--- src/rtl/tcs_rns_pkg.sv ---
package tcs_rns_pkg;

    // Residue of (value * 2^(seg_w*seg_idx)) modulo 'modulus'; elaboration time only.
    function automatic int unsigned seg_weight_res(
        input int unsigned seg_idx,
        input int unsigned value,
        input int unsigned seg_w,
        input int unsigned modulus
    );
        int unsigned pw;
        pw = 1 % modulus;
        for (int unsigned i = 0; i < seg_w * seg_idx; i++) begin
            pw = (pw * 2) % modulus;
        end
        return ((value % modulus) * pw) % modulus;
    endfunction

endpackage

--- src/rtl/tcs_rns_segrom.sv ---
module tcs_rns_segrom #(
    parameter int SEG_IDX = 0,
    parameter int SEG_W   = 5,
    parameter int MODULUS = 29,
    localparam int RES_W   = $clog2(MODULUS),
    localparam int ENTRIES = 1 << SEG_W
) (
    input  logic [SEG_W-1:0] addr_i,
    output logic [RES_W-1:0] res_o
);
    import tcs_rns_pkg::*;

    localparam logic [RES_W:0] MOD_W = (RES_W+1)'(MODULUS);

    logic [RES_W-1:0] rom [ENTRIES];

    for (genvar e = 0; e < ENTRIES; e++) begin : g_entry
        assign rom[e] = RES_W'(seg_weight_res(SEG_IDX, e, SEG_W, MODULUS));
    end

    assign res_o = rom[addr_i];

    always_comb begin
        AST_ROM_RANGE: assert ({1'b0, res_o} < MOD_W);
    end

endmodule

--- src/rtl/tcs_rns_modadd.sv ---
module tcs_rns_modadd #(
    parameter int MODULUS = 29,
    localparam int RES_W  = $clog2(MODULUS)
) (
    input  logic [RES_W-1:0] a_i,
    input  logic [RES_W-1:0] b_i,
    output logic [RES_W-1:0] sum_o
);
    localparam logic [RES_W:0] MOD_W = (RES_W+1)'(MODULUS);

    logic [RES_W:0]   raw;
    logic [RES_W+1:0] trial;

    always_comb begin
        raw   = {1'b0, a_i} + {1'b0, b_i};
        trial = {1'b0, raw} - {1'b0, MOD_W};
        sum_o = trial[RES_W+1] ? raw[RES_W-1:0] : trial[RES_W-1:0];
    end

    always_comb begin
        if (({1'b0, a_i} < MOD_W) && ({1'b0, b_i} < MOD_W)) begin
            AST_ADD_RANGE: assert ({1'b0, sum_o} < MOD_W);
        end
    end

endmodule

--- src/rtl/tcs_rns_conv.sv ---
module tcs_rns_conv #(
    parameter int DATA_W  = 16,
    parameter int SEG_W   = 5,
    parameter int MODULUS = 29,
    localparam int RES_W  = $clog2(MODULUS)
) (
    input  logic              clk,
    input  logic              rst,
    input  logic              valid_i,
    input  logic [DATA_W-1:0] data_i,
    output logic              valid_o,
    output logic [RES_W-1:0]  res_o
);
    localparam int NSEG   = (DATA_W + SEG_W - 1) / SEG_W;
    localparam int PAD_W  = NSEG * SEG_W;
    localparam int LEVELS = $clog2(NSEG);
    localparam int NLEAF  = 1 << LEVELS;
    localparam logic [RES_W:0] MOD_W = (RES_W+1)'(MODULUS);

    // ---------------- magnitude recovery and table lookup ----------------
    logic              in_neg;
    logic [DATA_W-1:0] mag;
    logic [PAD_W-1:0]  mag_pad;
    logic [RES_W-1:0]  seg_res [NSEG];

    always_comb begin
        in_neg  = data_i[DATA_W-1];
        mag     = in_neg ? (~data_i + DATA_W'(1)) : data_i;
        mag_pad = '0;
        mag_pad[DATA_W-1:0] = mag;
    end

    for (genvar g = 0; g < NSEG; g++) begin : g_seg
        tcs_rns_segrom #(
            .SEG_IDX (g),
            .SEG_W   (SEG_W),
            .MODULUS (MODULUS)
        ) u_rom (
            .addr_i (mag_pad[g*SEG_W +: SEG_W]),
            .res_o  (seg_res[g])
        );
    end

    // stage 1 registers
    logic             s1_vld, s1_neg;
    logic [RES_W-1:0] s1_res [NSEG];

    always_ff @(posedge clk) begin
        if (rst) begin
            s1_vld <= 1'b0;
            s1_neg <= 1'b0;
            for (int i = 0; i < NSEG; i++) s1_res[i] <= '0;
        end else begin
            s1_vld <= valid_i;
            s1_neg <= in_neg;
            for (int i = 0; i < NSEG; i++) s1_res[i] <= seg_res[i];
        end
    end

    // ---------------- modular adder tree ----------------
    for (genvar lv = 0; lv <= LEVELS; lv++) begin : g_lvl
        localparam int N = NLEAF >> lv;
        logic [RES_W-1:0] v [N];
        if (lv == 0) begin : g_leaf
            for (genvar i = 0; i < N; i++) begin : g_in
                if (i < NSEG) begin : g_used
                    assign v[i] = s1_res[i];
                end else begin : g_pad
                    assign v[i] = '0;
                end
            end
        end else begin : g_node
            for (genvar i = 0; i < N; i++) begin : g_add
                tcs_rns_modadd #(.MODULUS(MODULUS)) u_add (
                    .a_i   (g_lvl[lv-1].v[2*i]),
                    .b_i   (g_lvl[lv-1].v[2*i+1]),
                    .sum_o (v[i])
                );
            end
        end
    end

    // stage 2 registers
    logic             s2_vld, s2_neg;
    logic [RES_W-1:0] s2_sum;

    always_ff @(posedge clk) begin
        if (rst) begin
            s2_vld <= 1'b0;
            s2_neg <= 1'b0;
            s2_sum <= '0;
        end else begin
            s2_vld <= s1_vld;
            s2_neg <= s1_neg;
            s2_sum <= g_lvl[LEVELS].v[0];
        end
    end

    // ---------------- sign correction ----------------
    logic [RES_W:0]   neg_diff;
    logic [RES_W-1:0] fixed_res;

    always_comb begin
        neg_diff  = MOD_W - {1'b0, s2_sum};
        fixed_res = (s2_neg && (s2_sum != '0)) ? neg_diff[RES_W-1:0] : s2_sum;
    end

    always_ff @(posedge clk) begin
        if (rst) begin
            valid_o <= 1'b0;
            res_o   <= '0;
        end else begin
            valid_o <= s2_vld;
            res_o   <= fixed_res;
        end
    end

    // ---------------- assertions ----------------
    AST_RESET_QUIET: assert property (@(posedge clk) rst |=> !valid_o);
    AST_OUT_RANGE: assert property (@(posedge clk) disable iff (rst)
        valid_o |-> ({1'b0, res_o} < MOD_W));
    AST_POS_PASS: assert property (@(posedge clk) disable iff (rst)
        (s2_vld && !s2_neg) |=> (res_o == $past(s2_sum)));
    AST_NEG_COMPLEMENT: assert property (@(posedge clk) disable iff (rst)
        (s2_vld && s2_neg && (s2_sum != '0)) |=> (({1'b0, res_o} + {1'b0, $past(s2_sum)}) == MOD_W));
    AST_ZERO_STAYS_ZERO: assert property (@(posedge clk) disable iff (rst)
        (s2_vld && (s2_sum == '0)) |=> (res_o == '0));
    AST_STAGE_ONE: assert property (@(posedge clk) disable iff (rst)
        valid_i |=> s1_vld);
    AST_STAGE_OUT: assert property (@(posedge clk) disable iff (rst)
        s2_vld |=> valid_o);
    AST_IDLE_OUT: assert property (@(posedge clk) disable iff (rst)
        !s2_vld |=> !valid_o);

endmodule

--- config.mk ---
export PLATFORM = sky130hd
export DESIGN_NAME = tcs_rns_conv
export DESIGN_NICKNAME = d
export VERILOG_FILES = /design/src/rtl/tcs_rns_pkg.sv /design/src/rtl/tcs_rns_segrom.sv /design/src/rtl/tcs_rns_modadd.sv /design/src/rtl/tcs_rns_conv.sv
export SDC_FILE = /design/constraint.sdc
export NUM_CORES = 1
export LEC_CHECK = 0
export BUFFER_PORTS_ARGS = -buffer_cell sky130_fd_sc_hd__buf_2
export CAP_MARGIN = 20
export CORE_MARGIN = 1
export CORE_UTILIZATION = 53
export DETAILED_ROUTE_END_ITERATION = 8
export HOLD_SLACK_MARGIN = 0.12
export PLACE_DENSITY_LB_ADDON = 0.2
export SLEW_MARGIN = 20
export SYNTH_ARGS = -nofsm -noshare
export SYNTH_HDL_FRONTEND = slang
export SYNTH_SLANG_ARGS = --single-unit
--- constraint.sdc ---
create_clock -name clk -period 5.64 [get_ports clk]
set_input_delay 1.128 -clock clk [delete_from_list [all_inputs] [get_ports clk]]
set_output_delay 1.128 -clock clk [all_outputs]
set_load 0.03 [all_outputs]
### After elaboration in Yosys (flattened, before gate mapping)

Memories as Yosys holds them, arrays and structs flattened.
Cells that the tools add are included.

| storage, ports and cells | value |
|---|---|
| word-level logic and storage cells | 55 |
| bits in read-only memories | 640 |
| memories kept | 5 |
| input bits | 19 |
| register bits | 15 |
| RAM bits | 20 |
| output and inout port bits | 6 |
| latch bits | 0 |

Memories:

| memory | depth | width | read ports | clocked after memory_dff | wr ports | RTL line | RTL |
|---|---|---|---|---|---|---|---|
| (name not given) | 32 | 5 | 1 | 0 | 0 | tcs_rns_segrom.sv:21 | `assign res_o = rom[addr_i];` |
| (name not given) | 32 | 5 | 1 | 0 | 0 | tcs_rns_segrom.sv:21 |  |
| (name not given) | 32 | 5 | 1 | 0 | 0 | tcs_rns_segrom.sv:21 |  |
| (name not given) | 32 | 5 | 1 | 0 | 0 | tcs_rns_segrom.sv:21 |  |
| s1_res | 4 | 5 | 4 | 0 | 4 | tcs_rns_conv.sv:46 | `logic [RES_W-1:0] s1_res [NSEG];` |

| cells by class | value |
|---|---|
| multiplexer cells | 20 |
| reductions and logical operators | 2 |
| bitwise gates (word level) | 9 |
| equal/unequal tests | 0 |
| $lt $le $gt $ge | 4 |
| div/mod/pow operators | 0 |
| multiply operators | 0 |
| add/sub/neg operators | 8 |
| shift-type cells | 0 |

Operators with widths:

| kind | count |
|---|---|
| $mux W5 | 16 |
| $ge A6 B6 Y1 const B | 4 |
| $sub A6 B5 Y7 const B | 3 |
| $add A5 B5 Y6 | 3 |
| $not A5 Y6 | 3 |
| $add A16 B1 Y16 const B | 1 |
| $mux W16 | 1 |
| $not A16 Y16 | 1 |
| $not A1 Y6 | 1 |
| $reduce_bool A5 Y1 | 1 |
| $sub A5 B5 Y5 const A | 1 |
| $or A1 B1 Y1 | 4 |
| $mux W1 | 3 |
| $logic_and A1 B1 Y1 | 1 |

### Longest topological paths before layout

| depth | value |
|---|---|
| depth after elaboration | 8 |
| mapped depth | 17 |
| depth with buffers taken out | 17 |

### Modules after synthesis

Synthesis repeated with hierarchy kept, for this count alone.

| unflattened totals | value |
|---|---|
| cell total of the unflattened synthesis | 386 |
| area, all modules | 3,445.8 um^2 |

Modules (own cells, without submodules):

| module | times used | cells each | area an instance (um^2) | sequential area each (um^2) |
|---|---|---|---|---|
| tcs_rns_conv | 1 | 132 | 1,313.8 | 700.7 |
| tcs_rns_modadd | 3 | 33 | 322.8 | 0.0 |
| tcs_rns_segrom (g_seg[1].u_rom) | 1 | 53 | 424.2 | 0.0 |
| tcs_rns_segrom (g_seg[2].u_rom) | 1 | 54 | 399.1 | 0.0 |
| tcs_rns_segrom (g_seg[3].u_rom) | 1 | 39 | 270.3 | 0.0 |
| tcs_rns_segrom (g_seg[0].u_rom) | 1 | 9 | 70.1 | 0.0 |

### Worst setup path before layout

Ideal clock, no wire load.

| path | value |
|---|---|
| path kind | register to register |
| start | mem s1_res[3][3] (netlist name) |
| end | reg s2_sum[3] |
| cell stages (with the launch flop) | 17 |
| clock period less this slack | 4.222 ns |
| setup slack | 1.418 ns |
| buffers on the path | 0 |
| arrival | 4.150 ns |
| required time | 5.568 ns |
| path through | dfxtp_1 ha_1 inv_1 fa_1 inv_1 a31oi_1 xor2_1 o41a_1 xnor2_1 ha_1 fa_1 a21o_1 a21oi_1 xnor2_1 or4b_2 a221oi_1 mux2i_1 |

RTL lines:

| element | RTL line | RTL |
|---|---|---|
| from (decl) | tcs_rns_conv.sv:46 |  |
| to (signal assigned) | tcs_rns_conv.sv:95 | `s2_sum <= g_lvl[LEVELS].v[0];` |
| to (decl) | tcs_rns_conv.sv:85 | `logic [RES_W-1:0] s2_sum;` |

==> qor.yml <==
sta:
  setup_tns_ps: 0
  grt_setup_unrepaired: "false"
  setup_ws_ps: 1040
  min_period_ps: 4600
  slew_headroom: 0.307
  timing.final.crit_share: 0.815
  setup_viol: 0
  worst_pin_slew_ps: 1030
  finClkSkew_ps: 5.92
  fmax_ghz: 0.217
  timing_hold_violations_final: 0
  maxSlewViolCount: 0
critical_path:
  critPathSlowestCell: "or4b_2"
  end_kind: "register"
  cp_num_buf_inv: 2
  path_max_fanout: 5
  arrival_ps: 4810
  path_class: "reg2reg"
  cpPeakStageDelay_ps: 660
  rr_startpoint: "s1_res[3][3]"
  worstPathCellList: "ha_1, inv_1, fa_1, inv_1, a31oi_1, xor2_1, o41a_1, xnor2_1, ha_1, fa_1, a21o_1, a21oi_1, xnor2_1, or4b_2, a221oi_1, mux2i_1"
  cp.required_ps: 5850
  critPathTopFamily: "compound AO/OA/AOI/OAI gates"
  startpoint: "s1_res[3][3]"
  crit_path_start_kind: "register"
placement:
  place_ws_ps: 1040
  place_area_sq_mm: 0.00328
  place_inst: 464
  routabilityCongestion: 0.893
  portBuffers: 24
  dp_hpwl_mm: 5.34
synthesis:
  synth_flop_cell: "dfxtp_1"
  syn_area_per_cell_sq_um: 8.15
  syn_inst: 387
  ys_ff_latch: 31
  ys_warn_count: 0
  async_reset_ff_frac: 0
  yosysUniqueCellTypes: 65
  yosysSeqAreaShare: 0.197
  synth-edff-count: 0
  syn_area_sq_mm: 0.00316
  synth_fp_nets: 443
cts:
  cts_buffers: 5
  cts_tree: "done"
  cts_resized: 0
  clock_path_buffers: 2
  cts_max_level: 2
  clk_pin_slew_ps: 60
  clock_sinks: 31
  hold_buffers: 0
  root_buffer: "clkbuf_8"
  clk_latency_ps: 280
  post-cts-setup-buffer-count: 0
pwr:
  power.leakage_nw: 1.47
  p_switching_mw: 0.363
  pwr-share-clk: 0.188
  p_comb_frac: 0.504
  power_density_mw_per_mm2: 268
  seq_power_share: 0.308
  total_power_mw: 0.907
  sw_frac_of_total: 0.400
  peakVddDrop_v: 0.000144
  internal_power_mw: 0.544
flow_run:
  drv_cap: 0
grt:
  grt_pass1_wl_mm: 12.0
  antenna_found_initial: 0
  grt_use_total: 0.242
  grt-ovfl-total: 0
  grt_max_degree: 27
  grt_pass1_vias: 2636
outcome:
  status: "completed"
floorplanning:
  pin_count: 25
  std_cell_rows: 27
  initial_utilization: 0.563
  die-area_sq_mm: 0.00627
  fp.dieH_um: 79.2
  core_sq_mm: 0.00561
  fp.dieW_um: 79.2
final_layout:
  n_fill_cell: 537
  finalInstanceArea_sq_mm: 0.00338
  register_area_sq_um: 621
  diodes: 0
  final_cell_mix: "ha_1, dfxtp_1, nor2_1"
  stdcell_count: 471
  area_growth_pct: 7.06
  mostFrequentLayoutCell: "ha_1"
  multi_input_area_sq_mm: 0.00237
  num-nets-final: 455
  drive_gt1_frac: 0.115
route:
  drtAntennaViolNets: 0
  drtIter0Drc: 120
  wl_mm: 6.93
  vias: 2852
  drt_first_pass_iters: 4
  avgViaCountPerCell: 6.06
  wl_per_cell_um: 14.7
  remaining_drc_errors: 0
hold_path:
  hold_path.startpoint: "s1_vld"
  holdCritPathClass: "reg2reg"
==> flip-flops by register name (all words and copies together), names as in the netlist <==
signal   cells
s1_res      16
s1_vld       1
s2_vld       1
s2_sum       5
s2_neg       1
valid_o      1
s1_neg       1
res_o        5
==> Yosys cell counts, types with 3 or more instances <==
cell type | n | area (sq um)
nor3_1 | 9 | 45.0
nand2_1 | 17 | 63.8
and3_1 | 5 | 31.3
o21ai_0 | 14 | 70.1
nor2_1 | 28 | 105
dfxtp_1 | 31 | 621
inv_1 | 24 | 90.1
a21oi_1 | 20 | 100
mux2i_1 | 14 | 140
o41ai_1 | 3 | 26.3
nand2b_1 | 7 | 43.8
o32ai_1 | 3 | 26.3
xor2_1 | 10 | 87.6
and4_1 | 3 | 26.3
xnor2_1 | 21 | 184
a211oi_1 | 14 | 105
ha_1 | 34 | 425
a31oi_1 | 5 | 31.3
o211ai_1 | 8 | 60.1
a211o_1 | 3 | 26.3
nor4_1 | 9 | 56.3
fa_1 | 3 | 60.1
o31ai_1 | 5 | 37.5
clkbuf_1 | 14 | 52.6
nor2b_1 | 8 | 50.1
a21o_1 | 7 | 52.6
or2_2 | 4 | 25.0
or3_1 | 8 | 50.1
or4_1 | 6 | 45.0
nand3_1 | 6 | 30.0
==> cells by family after synthesis <==
logic type,Yosys count,share of synthesized area
DFF,31,0.197
adders and majority gates,37,0.154
AOI/OAI and AO/OA,105,0.234
buffers and inverters,44,0.0579
and+or+nand+nor,124,0.220
muxes,14,0.0444
xor gates and xnor gates,32,0.0932
==> worst reg2reg max path: cells and delay by family (launching register included) <==
family,cells,cell delay (ps)
compound gates,5,1380
fa+ha+maj,4,1230
simple gates,1,660
xor+xnor,3,520
flops,1,420
mux,1,210
buf+inv,2,130
==> power groups by stage <==
stage                     clock [mW]  combinational [mW]  sequential (mW)
after floorplan                    0               0.346            0.298
after global placement             0               0.441            0.283
after detailed placement           0               0.453            0.285
after CTS                      0.179               0.455            0.280
after global routing           0.190               0.518            0.284
final                          0.171               0.457            0.279
==> final timing paths <==
kind                             endpoint  slack [ps]  depth (start not counted)
worst min register to register     s2_vld         460                          1
worst max-delay path            s2_sum[3]        1040                         16
worst max register to register  s2_sum[3]        1040                         16
worst min-delay path               s2_vld         460                          1
==> routing by layer <==
| metal | global-route usage | part of all wire | vias to the layer above |
|---|---|---|---|
| met3 | 0.0322 | 0.042 | 8 |
| met5 | 0 | 0 | - |
| li1 | - | - | 1456 |
| met4 | 0.0945 | 0.015 | 0 |
| met2 | 0.410 | 0.47 | 72 |
| met1 | 0.307 | 0.47 | 1316 |
==> stage by stage <==
| step | hold slack, ps | utilization |
|---|---|---|
| after global placement | 417 | 0.584 |
| after detailed placement | 448 | 0.584 |
| after global routing | 482 | 0.602 |
| after floorplan | 414 | - |
| final | 456 | 0.602 |
| after CTS | 451 | 0.600 |
==> layout make-up <==
| cell class | instances | area share |
|---|---|---|
| Multi-Input combinational cell | 312 | 0.700 |
| Inverter | 25 | 0.0278 |
| Sequential cell | 31 | 0.184 |
| Tap cell | 72 | 0.0267 |
| Clock inverter | 1 | 0.00148 |
| Timing Repair Buffer | 24 | 0.0356 |
| Clock buffer | 6 | 0.0244 |
(Power assumes the default switching activity.)
